## src/rtl/ata_tf_pkg.sv

```systemverilog
package ata_tf_pkg;
  localparam logic [2:0] ADDR_DATA    = 3'd0;
  localparam logic [2:0] ADDR_COUNT   = 3'd2;
  localparam logic [2:0] ADDR_LBA0    = 3'd3;
  localparam logic [2:0] ADDR_LBA1    = 3'd4;
  localparam logic [2:0] ADDR_LBA2    = 3'd5;
  localparam logic [2:0] ADDR_DEVSEL  = 3'd6;
  localparam logic [2:0] ADDR_STATCMD = 3'd7;

  localparam logic [7:0] ST_BSY  = 8'h80;
  localparam logic [7:0] ST_DRDY = 8'h40;
  localparam logic [7:0] ST_DRQ  = 8'h08;
  localparam logic [7:0] ST_ERR  = 8'h01;

  localparam logic [7:0] OP_RD_DMA = 8'hC8;
  localparam logic [7:0] OP_WR_DMA = 8'hCA;
  localparam logic [7:0] OP_FLUSH  = 8'hE7;
  localparam logic [7:0] OP_IDENT  = 8'hEC;

  typedef enum logic [1:0] {PH_IDLE, PH_PIO, PH_FLUSH, PH_DMA} phase_t;

  typedef struct packed {
    logic idxClear;
    logic idxStep;
    logic pioActive;
  } dpStrobes_t;
endpackage

```

## src/rtl/ata_tf_datapath.sv

```systemverilog
module ata_tf_datapath
  import ata_tf_pkg::*;
#(
  parameter int WORDS         = 256,
  parameter int SERIAL_BYTES  = 20,
  parameter int VERSION_BYTES = 8,
  parameter int SER_FIRST     = 10,
  parameter int VER_FIRST     = 23,
  parameter int CACHE_WORD    = 85,
  parameter logic [SERIAL_BYTES*8-1:0]  SERIAL_TEXT  = "SN-ABCD-0042        ",
  parameter logic [VERSION_BYTES*8-1:0] VERSION_TEXT = "FW1.23  "
) (
  input  logic        clk,
  input  logic        rstN,
  input  logic [2:0]  ioAddr,
  input  logic        ioWr,
  input  logic [7:0]  ioWrData,
  input  dpStrobes_t  strobes,
  input  logic [7:0]  statusByte,
  output logic [15:0] ioRdData,
  output logic        lastWord,
  output logic [23:0] lba,
  output logic [7:0]  count
);
  localparam int IDX_W    = $clog2(WORDS);
  localparam int SER_LAST = SER_FIRST + SERIAL_BYTES / 2 - 1;
  localparam int VER_LAST = VER_FIRST + VERSION_BYTES / 2 - 1;

  logic [7:0] lbaLow, lbaMid, lbaHigh, devSel;
  logic [IDX_W-1:0] wordIdx;
  logic [15:0] identWord;

  always_ff @(posedge clk) begin
    if (!rstN) begin
      count <= '0; lbaLow <= '0; lbaMid <= '0; lbaHigh <= '0; devSel <= '0;
    end else if (ioWr) begin
      case (ioAddr)
        ADDR_COUNT:  count   <= ioWrData;
        ADDR_LBA0:   lbaLow  <= ioWrData;
        ADDR_LBA1:   lbaMid  <= ioWrData;
        ADDR_LBA2:   lbaHigh <= ioWrData;
        ADDR_DEVSEL: devSel  <= ioWrData;
        default: ;
      endcase
    end
  end

  always_ff @(posedge clk) begin
    if (!rstN || strobes.idxClear) wordIdx <= '0;
    else if (strobes.idxStep)      wordIdx <= wordIdx + 1'b1;
  end

  assign lastWord = (int'(wordIdx) == WORDS - 1);
  assign lba      = {lbaHigh, lbaMid, lbaLow};

  // Two characters per word, earlier character in the high byte.
  always_comb begin
    int w;
    w = int'(wordIdx);
    identWord = '0;
    if (w >= SER_FIRST && w <= SER_LAST)
      identWord = 16'(SERIAL_TEXT >> (SERIAL_BYTES*8 - 16*(w - SER_FIRST + 1)));
    else if (w >= VER_FIRST && w <= VER_LAST)
      identWord = 16'(VERSION_TEXT >> (VERSION_BYTES*8 - 16*(w - VER_FIRST + 1)));
    else if (w == CACHE_WORD)
      identWord = 16'h0020;
  end

  always_comb begin
    case (ioAddr)
      ADDR_DATA:    ioRdData = strobes.pioActive ? identWord : 16'h0000;
      ADDR_COUNT:   ioRdData = {8'h00, count};
      ADDR_LBA0:    ioRdData = {8'h00, lbaLow};
      ADDR_LBA1:    ioRdData = {8'h00, lbaMid};
      ADDR_LBA2:    ioRdData = {8'h00, lbaHigh};
      ADDR_DEVSEL:  ioRdData = {8'h00, devSel};
      ADDR_STATCMD: ioRdData = {8'h00, statusByte};
      default:      ioRdData = 16'h0000;
    endcase
  end
endmodule

```

## src/rtl/ata_tf_control.sv

```systemverilog
module ata_tf_control
  import ata_tf_pkg::*;
(
  input  logic       clk,
  input  logic       rstN,
  input  logic [2:0] ioAddr,
  input  logic       ioWr,
  input  logic       ioRd,
  input  logic [7:0] ioWrData,
  input  logic       lastWord,
  input  logic       dmaDone,
  input  logic       flushDone,
  output dpStrobes_t strobes,
  output logic [7:0] statusByte,
  output logic       irq,
  output logic       dmaReqValid,
  output logic       dmaToHost,
  output logic       flushReq
);
  phase_t phase;
  logic errFlag;
  logic cmdAccept, statRd, dataRd, isIdent, isFlush, isDma, setIrq;

  assign cmdAccept = ioWr && ioAddr == ADDR_STATCMD && phase == PH_IDLE;
  assign statRd    = ioRd && ioAddr == ADDR_STATCMD;
  assign dataRd    = ioRd && ioAddr == ADDR_DATA && phase == PH_PIO;
  assign isIdent   = ioWrData == OP_IDENT;
  assign isFlush   = ioWrData == OP_FLUSH;
  assign isDma     = ioWrData == OP_RD_DMA || ioWrData == OP_WR_DMA;

  // Identify and unknown commands interrupt at once; flush and DMA on completion.
  assign setIrq = (cmdAccept && !isFlush && !isDma)
               || (phase == PH_FLUSH && flushDone)
               || (phase == PH_DMA && dmaDone);

  always_ff @(posedge clk) begin
    if (!rstN) begin
      phase <= PH_IDLE; errFlag <= 1'b0; irq <= 1'b0;
      dmaReqValid <= 1'b0; dmaToHost <= 1'b0; flushReq <= 1'b0;
    end else begin
      dmaReqValid <= 1'b0;
      flushReq    <= 1'b0;
      if (setIrq)      irq <= 1'b1;
      else if (statRd) irq <= 1'b0;
      case (phase)
        PH_IDLE: if (cmdAccept) begin
          errFlag <= !(isIdent || isFlush || isDma);
          if (isIdent) phase <= PH_PIO;
          if (isFlush) begin
            phase <= PH_FLUSH; flushReq <= 1'b1;
          end
          if (isDma) begin
            phase <= PH_DMA; dmaReqValid <= 1'b1;
            dmaToHost <= (ioWrData == OP_RD_DMA);
          end
        end
        PH_PIO:   if (dataRd && lastWord) phase <= PH_IDLE;
        PH_FLUSH: if (flushDone)          phase <= PH_IDLE;
        PH_DMA:   if (dmaDone)            phase <= PH_IDLE;
        default:  phase <= PH_IDLE;
      endcase
    end
  end

  always_comb begin
    case (phase)
      PH_PIO:            statusByte = ST_DRDY | ST_DRQ;
      PH_FLUSH, PH_DMA:  statusByte = ST_BSY | ST_DRDY;
      default:           statusByte = errFlag ? (ST_DRDY | ST_ERR) : ST_DRDY;
    endcase
  end

  assign strobes.idxClear  = cmdAccept && isIdent;
  assign strobes.idxStep   = dataRd;
  assign strobes.pioActive = phase == PH_PIO;
endmodule

```

## src/rtl/ata_taskfile_front.sv

```systemverilog
module ata_taskfile_front
  import ata_tf_pkg::*;
#(
  parameter int WORDS         = 256,
  parameter int SERIAL_BYTES  = 20,
  parameter int VERSION_BYTES = 8,
  parameter logic [SERIAL_BYTES*8-1:0]  SERIAL_TEXT  = "SN-ABCD-0042        ",
  parameter logic [VERSION_BYTES*8-1:0] VERSION_TEXT = "FW1.23  "
) (
  input  logic        clk,
  input  logic        rstN,
  input  logic [2:0]  ioAddr,
  input  logic        ioWr,
  input  logic        ioRd,
  input  logic [7:0]  ioWrData,
  output logic [15:0] ioRdData,
  output logic        irq,
  output logic        dmaReqValid,
  output logic        dmaToHost,
  output logic [23:0] dmaLba,
  output logic [7:0]  dmaCount,
  input  logic        dmaDone,
  output logic        flushReq,
  input  logic        flushDone
);
  dpStrobes_t strobes;
  logic [7:0] statusByte;
  logic lastWord;

  ata_tf_control u_ctl (
    .clk, .rstN, .ioAddr, .ioWr, .ioRd, .ioWrData, .lastWord,
    .dmaDone, .flushDone, .strobes, .statusByte, .irq,
    .dmaReqValid, .dmaToHost, .flushReq
  );

  ata_tf_datapath #(
    .WORDS(WORDS), .SERIAL_BYTES(SERIAL_BYTES), .VERSION_BYTES(VERSION_BYTES),
    .SERIAL_TEXT(SERIAL_TEXT), .VERSION_TEXT(VERSION_TEXT)
  ) u_dp (
    .clk, .rstN, .ioAddr, .ioWr, .ioWrData, .strobes, .statusByte,
    .ioRdData, .lastWord, .lba(dmaLba), .count(dmaCount)
  );
endmodule

```

## config.mk

```make
export PLATFORM = sky130hd
export DESIGN_NAME = ata_taskfile_front
export DESIGN_NICKNAME = d
export VERILOG_FILES = /design/src/rtl/ata_tf_pkg.sv /design/src/rtl/ata_tf_datapath.sv /design/src/rtl/ata_tf_control.sv /design/src/rtl/ata_taskfile_front.sv
export SDC_FILE = /design/constraint.sdc
export NUM_CORES = 1
export LEC_CHECK = 0
export BUFFER_PORTS_ARGS = -buffer_cell sky130_fd_sc_hd__buf_2
export CAP_MARGIN = 30
export CORE_ASPECT_RATIO = 1.25
export CORE_MARGIN = 10
export CORE_UTILIZATION = 59
export CTS_BUF_LIST = sky130_fd_sc_hd__clkbuf_16
export CTS_CLUSTER_SIZE = 30
export DETAILED_ROUTE_END_ITERATION = 16
export PLACE_DENSITY = 0.82
export SETUP_SLACK_MARGIN = 0.3
export SLEW_MARGIN = 10
export SYNTH_ARGS = -nofsm -noshare
export SYNTH_HDL_FRONTEND = slang
export SYNTH_SLANG_ARGS = --single-unit
```

## constraint.sdc

```tcl
create_clock -name clk -period 5.56 [get_ports clk]
set_input_delay 0.834 -clock clk [delete_from_list [all_inputs] [get_ports clk]]
set_output_delay 0.834 -clock clk [all_outputs]
set_load 0.01 [all_outputs]
```

==> results of run 1 <==
## worst reg2reg max path: cells and delay by family (launching register included)
family	cells	cell delay, ps
simple gates	5	1080
buf+inv	3	480
flops	1	400
compound gates	1	140
## flip-flops by register name, summed over array words and instances, names as in the netlist
register,flops
u_ctl.dmaReqValid,1
u_ctl.dmaToHost,1
u_ctl.errFlag,1
u_ctl.flushReq,1
u_ctl.irq,1
u_ctl.phase,2
u_dp.count,8
u_dp.devSel,8
u_dp.lbaHigh,8
u_dp.lbaLow,8
u_dp.lbaMid,8
u_dp.wordIdx,8
## worst max path at each step
stage	end	slack, ps	cells past startpoint
after detailed placement	ioRdData[14]	380	17
final	ioRdData[14]	470	18
after global placement	ioRdData[14]	580	17
after global routing	ioRdData[12]	310	18
after floorplan	ioRdData[2]	740	18
after CTS	ioRdData[14]	320	16
## power by group through the flow
stage               registers, mW  logic [mW]  clock network (mW)
finish                      0.406      0.0753               0.305
global route                0.406      0.0813               0.321
CTS                         0.405      0.0736               0.306
detailed placement          0.414      0.0730                   0
global placement            0.414      0.0711                   0
floorplan                   0.416      0.0422                   0
## cell families after synthesis
group,count (synthesis),synth area share [%]
multiplexers,13,3.206
AO/OA/AOI/OAI,180,27.13
other,1,0.07942
flip-flops,55,23.32
buffers and inverters,55,4.875
adder cells (fa/ha/maj),17,4.504
AND/OR/NAND/NOR,302,30.90
XOR/XNOR,28,5.988
## cells in the mapped netlist, types with 4 or more instances
| cell | count | area share, % |
|---|---|---|
| nand2_1 | 129 | 10 |
| dfxtp_1 | 55 | 23 |
| nor2_1 | 45 | 3.6 |
| a21boi_0 | 43 | 6.8 |
| o21ai_0 | 33 | 3.5 |
| clkbuf_1 | 31 | 2.5 |
| nand3_1 | 24 | 2.5 |
| ha_1 | 17 | 4.5 |
| a21oi_1 | 16 | 1.7 |
| nor3_1 | 16 | 1.7 |
| xnor2_1 | 15 | 2.8 |
| inv_1 | 11 | 0.87 |
| nand2b_1 | 11 | 1.5 |
| nor2b_1 | 11 | 1.5 |
| or3_1 | 11 | 1.5 |
| xor2_1 | 11 | 2.0 |
| o211ai_1 | 10 | 1.6 |
| and2_1 | 8 | 1.1 |
| and3_1 | 8 | 1.1 |
| nor4_1 | 8 | 1.1 |
| a211oi_1 | 7 | 1.1 |
| mux2_2 | 7 | 1.7 |
| nand4_1 | 7 | 0.93 |
| a22oi_1 | 6 | 0.95 |
| a21o_1 | 5 | 0.79 |
| a221oi_1 | 5 | 0.93 |
| buf_1 | 5 | 0.40 |
| mux2i_1 | 5 | 1.1 |
| o21a_1 | 5 | 0.79 |
| a211o_1 | 4 | 0.74 |
| a22o_1 | 4 | 0.74 |
| a31oi_1 | 4 | 0.53 |
| buf_2 | 4 | 0.42 |
| o21ai_1 | 4 | 0.42 |
| o31ai_1 | 4 | 0.64 |
## layer usage
| metal | routed length, um | track usage, % | part of all wire [%] | up-vias |
|---|---|---|---|---|
| met5 | 0 | 0 | 0 | - |
| met4 | 789 | 15.31 | 5.0 | 0 |
| met3 | 1006 | 4.420 | 6.4 | 60 |
| met2 | 8197 | 45.71 | 52 | 264 |
| met1 | 5817 | 27.57 | 37 | 2427 |
| li1 | - | - | - | 2449 |
## final cells by class
type,count,area [um2]
multi-input combinational,541,3483
clock buffer,5,125.1
sequential,55,1105
inverter,11,45.04
clock inverter,3,12.51
fill,678,2426
timing repair buffer,86,476.7
tap,95,118.9
## per-stage QoR
step	hold WS, ps	instance area [um2]	util, %
after global routing	486.3	5366	68.87
final	472.2	5366	68.87
after CTS	471.9	5250	67.37
after global placement	450.7	5085	65.25
after detailed placement	462.5	5090	65.32
after floorplan	440.0	4722	-
## repair_timing
action	in CTS	in global routing
resized for setup	5	23
hold buffers	0	0
pin swaps	1	8
buffers inserted	0	4
endpoints found under the hold margin	0	0
endpoints found under the setup margin	12	14
==> impl_results.md, run 1 <==
- # Max-Cap Violations: 0
- Distinct cell type count of the synthesized netlist: 73
- Clock root buffer master: clkbuf_16
- Ordered cell list for the critical path: buf_6, ha_2, a21o_1, a211o_1, xor2_2, nor4_2, buf_4, nand2b_1, ha_1, or2_4, xnor2_2, o2111ai_1, a2111o_1, nor3_2, and3b_2, nand3_4, a21oi_2, buf_2
- Commonest non-fill, non-tap cell in the layout: nand2_1
- Clock tree from TritonCTS: done
- Biggest cell delay along the critical path: about 460 ps
- Synth Flop Type: dfxtp_1
- Fraction of final layout cells with drive strength greater than 1: 19.40%
- Post-route minimum period: between 5000 and 6000 ps
- Final WS setup: 467.0 ps
- Number of CTS-inserted buffers: 5
- Required time worst endpoint: 4730 ps
- Warnings, synthesis: 0
- Iter 0 DRT Violations: 346
- Net switching component of the power: 0.1967 mW
- TNS Setup: 0 ps
- Worst-case headroom to the max-slew limit: 42.91%
- Relative contribution of the clock network to total power: 38.8%
- Number of ports placed on the die boundary: 69
- Post-synthesis average cell area: 7.254 um2
- Capture instance of the worst register-to-register path: u_dp.wordIdx[6]$_SDFFE_PP0P_
- Mean number of vias per cell: 6.533
- Clock slew seen by the registers of the worst setup and hold paths: 70 ps
- Master of the slowest instance on the critical path: a2111o_1
- Total length of routed wires: 15810 um
- Combinational share of power: 9.6%
- Critical Setup Path Class: reg2out
- Final Power: 0.7863 mW
- Post-DP HPWL: about 12000 um
- RSZ-0062 raised after global routing: false
- Origin of the worst setup path: u_dp.wordIdx[2]$_SDFFE_PP0P_
- Placed insts: roughly 800
- Initial core utilization: about 61%
- FMAX: roughly 0.2 GHz
- Power Dens Cells: between 100 and 150 nW/um2
- Cell family with most CP delay: compound AO/OA/AOI/OAI gates
- Height of the die: 120.0 um
- Transition at the pin with the smallest max-transition slack: 854.5 ps
- Overflow left after global routing: 0
- IO Port Bufs: 67
- Period Utilization, post-route: between 90% and 100%
- Via count of the first global-routing pass: 5150
- Count of vias placed by the detailed router: 5200
- Final Hold Viols: 0
- Sequential cell fraction of total power: 51.6%
- Worst-case hold path end point: u_dp.devSel[5]$_SDFFE_PN0P_
- Kind of end point of the critical path: primary output
- Worst clock skew on the final layout: 2.378 ps
- Standard cell core area: around 8000 um2
- Setup violations, final: 0
- Diode insertion count for antenna repair: 0
- Post-synth design cell area: 4722 um2
- Antenna violations before repair: 0
- Maximum level of the CTS H-tree: 2
- Leading cell types in the layout, fill and taps excluded: 129 x nand2_1, 69 x buf_2, 52 x dfxtp_1, 44 x nor2_1, 43 x a21boi_0
- Setup slack of the most critical reg-to-reg path: approximately 3400 ps
- Critical path buffer and inverter count: 3
- Number of nets at the end of the flow: 734
- Pin count of the biggest net entering global routing: between 40 and 50
- Path depth of the worst reg2reg path: 9
- First-pass GRT wire length: 25790 um
- Post-placement worst setup slack: approximately 380 ps
- Row Count: 36
- Combined global-route utilization of all metal layers: 25.71%
- Number of flops mapped to enable cells by yosys: 0
- Worst flop-to-flop path startpoint: u_ctl.phase[1]$_SDFFE_PN0P_
- Die ar.: 12000 um2
- Count of unresolved DRC violations after routing: 0
- Post-detailed-route count of antenna-violating nets: 0
- Number of cells on the worst hold path: 2
- Wire per inst: between 15 and 20 um
- Critical path startpoint category: register
- Worst VDD drop: roughly 0.00026 V
- Share of the yosys chip area belonging to registers: 23.32%
- Seq cells post-synth: 55
- CTS Buffer Depth: 2
- Leakage power summed over all cells: 2.069 nW
- Global placement routability congestion: 0.9591
- Net switching fraction of the power: 25.02%
- Status: complete, no violations
- Number of sinks driven by the clock tree: 55
- Area growth from synthesis to layout: 13.65%
- Detailed-routing iteration count for the pre-antenna-repair pass: 5
- Async set or reset register ratio after synthesis: 0%
- Clk_lat worst skew: 300 ps
- Hold wc startpoint: u_dp.devSel[5]$_SDFFE_PN0P_
- Post-synthesis net count: slightly below 700
- Gate Count Post-Synth: 651
- Int Pwr: 0.5896 mW
- Width of the die: around 100 um
- Critical-path maximum fanout: 13
- Non-filler instance count after layout: 796
- Kind of path behind the tightest hold check: reg2reg
- Final count of pins violating max slew: 0
- Arrival time worst endpoint: 4260 ps
Note: power is estimated with default switching activity, not from simulation.
==> run 2: changes to the inputs <==
--- a/config.mk
+++ b/config.mk
@@ -9,7 +9,7 @@
 export CAP_MARGIN = 30
 export CORE_ASPECT_RATIO = 1.25
 export CORE_MARGIN = 10
-export CORE_UTILIZATION = 59
+export CORE_UTILIZATION = 58
 export CTS_BUF_LIST = sky130_fd_sc_hd__clkbuf_16
 export CTS_CLUSTER_SIZE = 30
 export DETAILED_ROUTE_END_ITERATION = 16
@@ -18,4 +18,5 @@
 export SLEW_MARGIN = 10
 export SYNTH_ARGS = -nofsm -noshare
 export SYNTH_HDL_FRONTEND = slang
+export SYNTH_HIERARCHICAL = 1
 export SYNTH_SLANG_ARGS = --single-unit
==> impl_results.md, run 2 <==
- Status: complete, no violations
- Async set or reset register ratio after synthesis: 0%
- Leading cell types by total area after synthesis: dfxtp_1 26%, nand2_1 10%, a21boi_0 7.2%
- Leakage power summed over all cells: approximately 1.8 nW
- Post-detailed-route count of antenna-violating nets: 0
- FMAX: 0.1989 GHz
- Via count of the first global-routing pass: 3999
- Kind of end point of the critical path: primary output
- Initial core utilization: 60.17%
- Standard cell core area: between 7000 and 8000 um2
- Pin count of the biggest net entering global routing: 47
- Critical Setup Path Class: reg2out
- Worst-case headroom to the max-slew limit: 39.01%
- Maximum level of the CTS H-tree: 2
- Clock slew seen by the registers of the worst setup and hold paths: 70 ps
- Clk_lat worst skew: 290 ps
- Row Count: 34
- Count of unresolved DRC violations after routing: 0
- Count of vias placed by the detailed router: about 4.1k
- First-pass GRT wire length: 18820 um
- Post-synthesis average cell area: 7.547 um2
- Area growth from synthesis to layout: 9.482%
- Cell type with the highest aggregate area in the netlist: dfxtp_1
- Width of the die: 96.56 um
- Post-DP HPWL: 8788 um
- Post-synth design cell area: between 4000 and 5000 um2
- Number of flops mapped to enable cells by yosys: 0
- Clock tree from TritonCTS: done
- Global placement routability congestion: 0.9212
- Most frequent cell after synthesis: nand2_1
- TNS Setup: 0 ps
- Distinct cell type count of the synthesized netlist: 78
- CTS Buffer Depth: 2
- Synth Flop Type: dfxtp_1
- Ordered cell list for the critical path: inv_1, ha_1, nand2b_1, nor2_4, o211ai_1, or3_1, ha_1, nand3_1, nor2_1, nand4b_1, a2bb2oi_1, or3_4, or3_1, a21oi_1, buf_2
- Final Hold Viols: 0
- Gate Count Post-Synth: 563
- Critical-path maximum fanout: 13
- Period Utilization, post-route: 90.41%
- Portion of synthesized cell area occupied by the leading cell type: 25.91%
- Clock root buffer master: clkbuf_16
- Diode insertion count for antenna repair: 0
- Mean number of vias per cell: 5.988
- Transition at the pin with the smallest max-transition slack: around 900 ps
- Setup violations, final: 0
- Total length of routed wires: 11490 um
- Detailed-routing iteration count for the pre-antenna-repair pass: 7
- Warnings, synthesis: 6
- Fraction of final layout cells with drive strength greater than 1: between 10% and 20%
- Post-route minimum period: 5027 ps
- Overflow left after global routing: 0
- Master of the slowest instance on the critical path: dfxtp_2
- Iter 0 DRT Violations: a little over 200
- Commonest non-fill, non-tap cell in the layout: nand2_1
- Final WS setup: 533.5 ps
- Seq cells post-synth: 55
- Hold-fix buffers, CTS: 0
- Combined global-route utilization of all metal layers: 20.42%
- Number of sinks driven by the clock tree: 55
- Required time worst endpoint: 4730 ps
- Final Power: between 0.7 and 0.8 mW
- Worst VDD drop: ~0.00019 V
- Final count of pins violating max slew: 0
- # Max-Cap Violations: 0
- IO Port Bufs: 67
- Share of the yosys chip area belonging to registers: 25.91%
- Number of CTS-inserted buffers: 5
- Height of the die: 115.7 um
- Leading cell types in the layout, fill and taps excluded: 116 x nand2_1, 67 x buf_2, 51 x dfxtp_1, 43 x nor2_1, 41 x a21boi_0
- Critical path startpoint category: register
- Antenna violations before repair: 0
- Number of nets at the end of the flow: 630
- Arrival time worst endpoint: 4190 ps
- Worst clock skew on the final layout: 2.527 ps
- Post-CTS setup buffer count: 0
- Kind of path behind the tightest hold check: reg2reg
- RSZ-0062 raised after global routing: false
- Final hold slack: ~470 ps
- Wire per inst: 16.63 um
- Top cells by instance count after synthesis: 116 x nand2_1, 55 x dfxtp_1, 44 x nor2_1, 41 x a21boi_0, 24 x a21oi_1
- Die ar.: 11170 um2
- Power Dens Cells: between 150 and 200 nW/um2
- Biggest cell delay along the critical path: 430 ps
- Post-placement worst setup slack: 515.0 ps
- Number of ports placed on the die boundary: 69
-- run 2: timing repair --
action | 4_1_cts | 5_1_grt
endpoints found under the setup margin | 1 | 13
hold endpoints to repair | 0 | 0
resized for setup | 1 | 7
-- run 2: metal layers --
layer | global-route usage, % | part of all wire [%] | up-vias
li1 | - | - | 2046
met1 | 22.62 | 39 | 1952
met2 | 37.41 | 55 | 119
met3 | 3.754 | 4.7 | 21
met4 | 7.184 | 2.0 | 0
met5 | 0 | 0 | -
-- run 2: kinds of logic (layout without fill, tap and decap cells) --
kind of cell	Yosys count	after routing	share of synthesized area, %
other	3	6	0.2650
buffers and inverters	49	84	5.948
adders and majority gates	13	13	3.828
DFF	55	55	25.91
xor gates and xnor gates	21	21	4.682
AOI/OAI and AO/OA	142	142	22.79
muxes	25	25	7.332
and+or+nand+nor	255	255	29.24
-- run 2: critical path: cells and delay by family (launching register included) --
kind,cells,cell delay [ps]
buf+inv,2,300
flops,1,430
simple gates,8,2020
compound gates,3,510
fa+ha+maj,2,660
-- run 2: metrics by stage --
| stage | instances | util, % | cell area [um2] |
|---|---|---|---|
| floorplan | 566 | - | 4260 |
| global placement | 683 | 63.63 | 4493 |
| detailed placement | 683 | 63.63 | 4493 |
| CTS | 691 | 65.66 | 4637 |
| global route | 691 | 65.88 | 4652 |
| finish | 691 | 65.88 | 4652 |
-- run 2: area by class of cell --
type	count	area, um2
inverter	8	30.03
timing repair buffer	68	342.8
fill	608	2410
multi-input combinational	462	2917
tap	90	112.6
clock inverter	3	16.27
sequential	55	1109
clock buffer	5	125.1
-- run 2: power by group --
group	switching [mW]	internal (mW)
registers	0.00469	0.400
logic	0.0485	0.0281
clock network	0.136	0.165
-- run 2: worst paths after layout --
check	from	to	slack, ps	cells past startpoint
max	u_dp/wordIdx[1]$_SDFFE_PP0P_	ioRdData[13]	530	15
min	u_dp/devSel[0]$_SDFFE_PN0P_	u_dp/devSel[0]$_SDFFE_PN0P_	470	2
max reg2reg	u_ctl/phase[0]$_SDFFE_PN0P_	u_dp/wordIdx[6]$_SDFFE_PP0P_	3500	4
min reg2reg	u_dp/devSel[0]$_SDFFE_PN0P_	u_dp/devSel[0]$_SDFFE_PN0P_	470	2
==> run 3: changes to the inputs <==
--- a/config.mk
+++ b/config.mk
@@ -13,6 +13,7 @@
 export CTS_BUF_LIST = sky130_fd_sc_hd__clkbuf_16
 export CTS_CLUSTER_SIZE = 30
 export DETAILED_ROUTE_END_ITERATION = 16
+export MAX_ROUTING_LAYER = met4
 export PLACE_DENSITY = 0.82
 export SETUP_SLACK_MARGIN = 0.3
 export SLEW_MARGIN = 10
==> impl_results.md, run 3 (same netlist as run 2, synthesis figures left out) <==
- Leading cell types in the layout, fill and taps excluded: 116 x nand2_1, 67 x buf_2, 51 x dfxtp_1, 43 x nor2_1, 41 x a21boi_0
- Number of nets at the end of the flow: 630
- Wire per inst: 16.73 um
- Number of cells on the worst hold path: 2
- Path depth of the worst reg2reg path: 4
- Antenna violations before repair: 0
- Leakage power summed over all cells: 1.775 nW
- Clk_lat worst skew: 290 ps
- Power Dens Cells: 168.3 nW/um2
- CTS Buffer Depth: 2
- Post-CTS setup buffer count: 0
- Worst VDD drop: 0.0001863 V
- Met1 layer usage reported by global route: 23.08%
- Arrival time worst endpoint: 4200 ps
- RSZ-0062 raised after global routing: false
- Worst flop-to-flop path startpoint: u_ctl/phase[0]$_SDFFE_PN0P_
- Critical path startpoint category: register
- TNS Setup: 0 ps
- Worst-case headroom to the max-slew limit: between 30% and 40%
- Count of unresolved DRC violations after routing: 0
- Pin count of the biggest net entering global routing: 47
- Initial core utilization: 60.17%
- Global placement routability congestion: ~0.94
- Worst clock skew on the final layout: 2.434 ps
- Post-DP HPWL: 8788 um
- Worst-case hold path end point: u_dp/devSel[0]$_SDFFE_PN0P_
- Commonest non-fill, non-tap cell in the layout: nand2_1
- Clock slew seen by the registers of the worst setup and hold paths: 70 ps
- Total length of routed wires: around 12000 um
- Width of the die: slightly below 100 um
- Via count of the first global-routing pass: 4006
- Standard cell core area: 7062 um2
- Final hold slack: 468.3 ps
- Height of the die: between 100 and 150 um
- IO Port Bufs: 67
- Count of vias placed by the detailed router: 4176
- Final Hold Viols: 0
- Detailed-routing iteration count for the pre-antenna-repair pass: 5
- Number of CTS-inserted buffers: 5
- Iter 0 DRT Violations: 175
- Number of sinks driven by the clock tree: 55
- Combined global-route utilization of all metal layers: 21.02%
- Clock root buffer master: clkbuf_16
- Hold wc startpoint: u_dp/devSel[0]$_SDFFE_PN0P_
- Fraction of final layout cells with drive strength greater than 1: between 15 and 20%
- Clock tree from TritonCTS: done
- Number of ports placed on the die boundary: 69
- Setup slack of the most critical reg-to-reg path: 3510 ps
- Origin of the worst setup path: u_dp/wordIdx[1]$_SDFFE_PP0P_
- Busiest grt layer: met2
- Period Utilization, post-route: 90.53%
- GR met3 Demand/Resource: 2.783%
- First-pass GRT wire length: 18810 um
- Capture instance of the worst register-to-register path: u_dp/wordIdx[6]$_SDFFE_PP0P_
- Kind of end point of the critical path: primary output
- Mean number of vias per cell: 6.043
- Transition at the pin with the smallest max-transition slack: 903.0 ps
- Final cell utilization of the core: 65.88%
- Post-detailed-route count of antenna-violating nets: 0
- Met2 global-route usage: 37.54%
- Row Count: 34
- FMAX: 0.1987 GHz
- Final count of pins violating max slew: 0
- Required time worst endpoint: 4730 ps
- Setup violations, final: 0
- Maximum level of the CTS H-tree: 2
- Status: complete, no violations
- Post-route minimum period: 5033 ps
- Diode insertion count for antenna repair: 0
- # Max-Cap Violations: 0
- Kind of path behind the tightest hold check: reg2reg
- Critical-path maximum fanout: 13
- Overflow left after global routing: 0
- Critical Setup Path Class: reg2out
- Area growth from synthesis to layout: 9.482%
- Die ar.: 11170 um2
-- run 3: cell counts in the layout (fill, tap and decap cells not counted) --
No cell type changed its count.
-- run 3: where the power goes --
group	switching, mW	leakage (nW)	total [mW]	internal, mW
clock	0.137	0.0726	0.302	0.165
combinational	0.0484	1.26	0.0765	0.0281
sequential	0.00469	0.447	0.405	0.400
-- run 3: worst max path at each step --
stage,endpoint,slack [ps]
after global routing,ioRdData[13],320
final,ioRdData[13],530
after floorplan,ioRdData[11],900
after detailed placement,ioRdData[13],510
after CTS,ioRdData[13],320
after global placement,ioRdData[13],680
-- run 3: what timing repair did --
item | 4_1_cts | 5_1_grt
hold buffers | 0 | 0
endpoints found under the setup margin | 1 | 13
pin swaps | 0 | 0
gates resized for setup | 1 | 7
-- run 3: final cells by class --
| type | instances | area [um2] |
|---|---|---|
| Clock buffer | 5 | 125.1 |
| Clock inverter | 3 | 16.27 |
| Fill cell | 608 | 2410 |
| Sequential cell | 55 | 1109 |
| Inverter | 8 | 30.03 |
| Timing Repair Buffer | 68 | 342.8 |
| Tap cell | 90 | 112.6 |
| Multi-Input combinational cell | 462 | 2917 |
-- run 3: per-layer routing --
metal	routed length, um	share of wire [%]
met2	6247	54
met4	243	2.1
met1	4564	39
met3	506	4.4
met5	0	0
-- run 3: per-stage QoR --
stage	cells	power (mW)	setup slack [ps]	area [um2]
final	691	0.7828	526.6	4652
after global routing	691	0.8092	319.6	4652
after CTS	691	0.7865	321.2	4637
after detailed placement	683	0.4899	515.0	4493
after global placement	683	0.4888	683.9	4493
after floorplan	566	0.4612	897.5	4260
-- run 3: critical path, cell delays in order (launching register included) --
cell	delay, ps
dfxtp_2	430
inv_1	140
ha_1	330
xor2_2	230
nor2_4	220
o211ai_1	150
or3_1	330
ha_1	300
nand3_1	100
nor2_1	200
nand4b_1	190
a2bb2oi_1	180
or3_4	410
or3_1	360
a21oi_1	190
buf_2	160
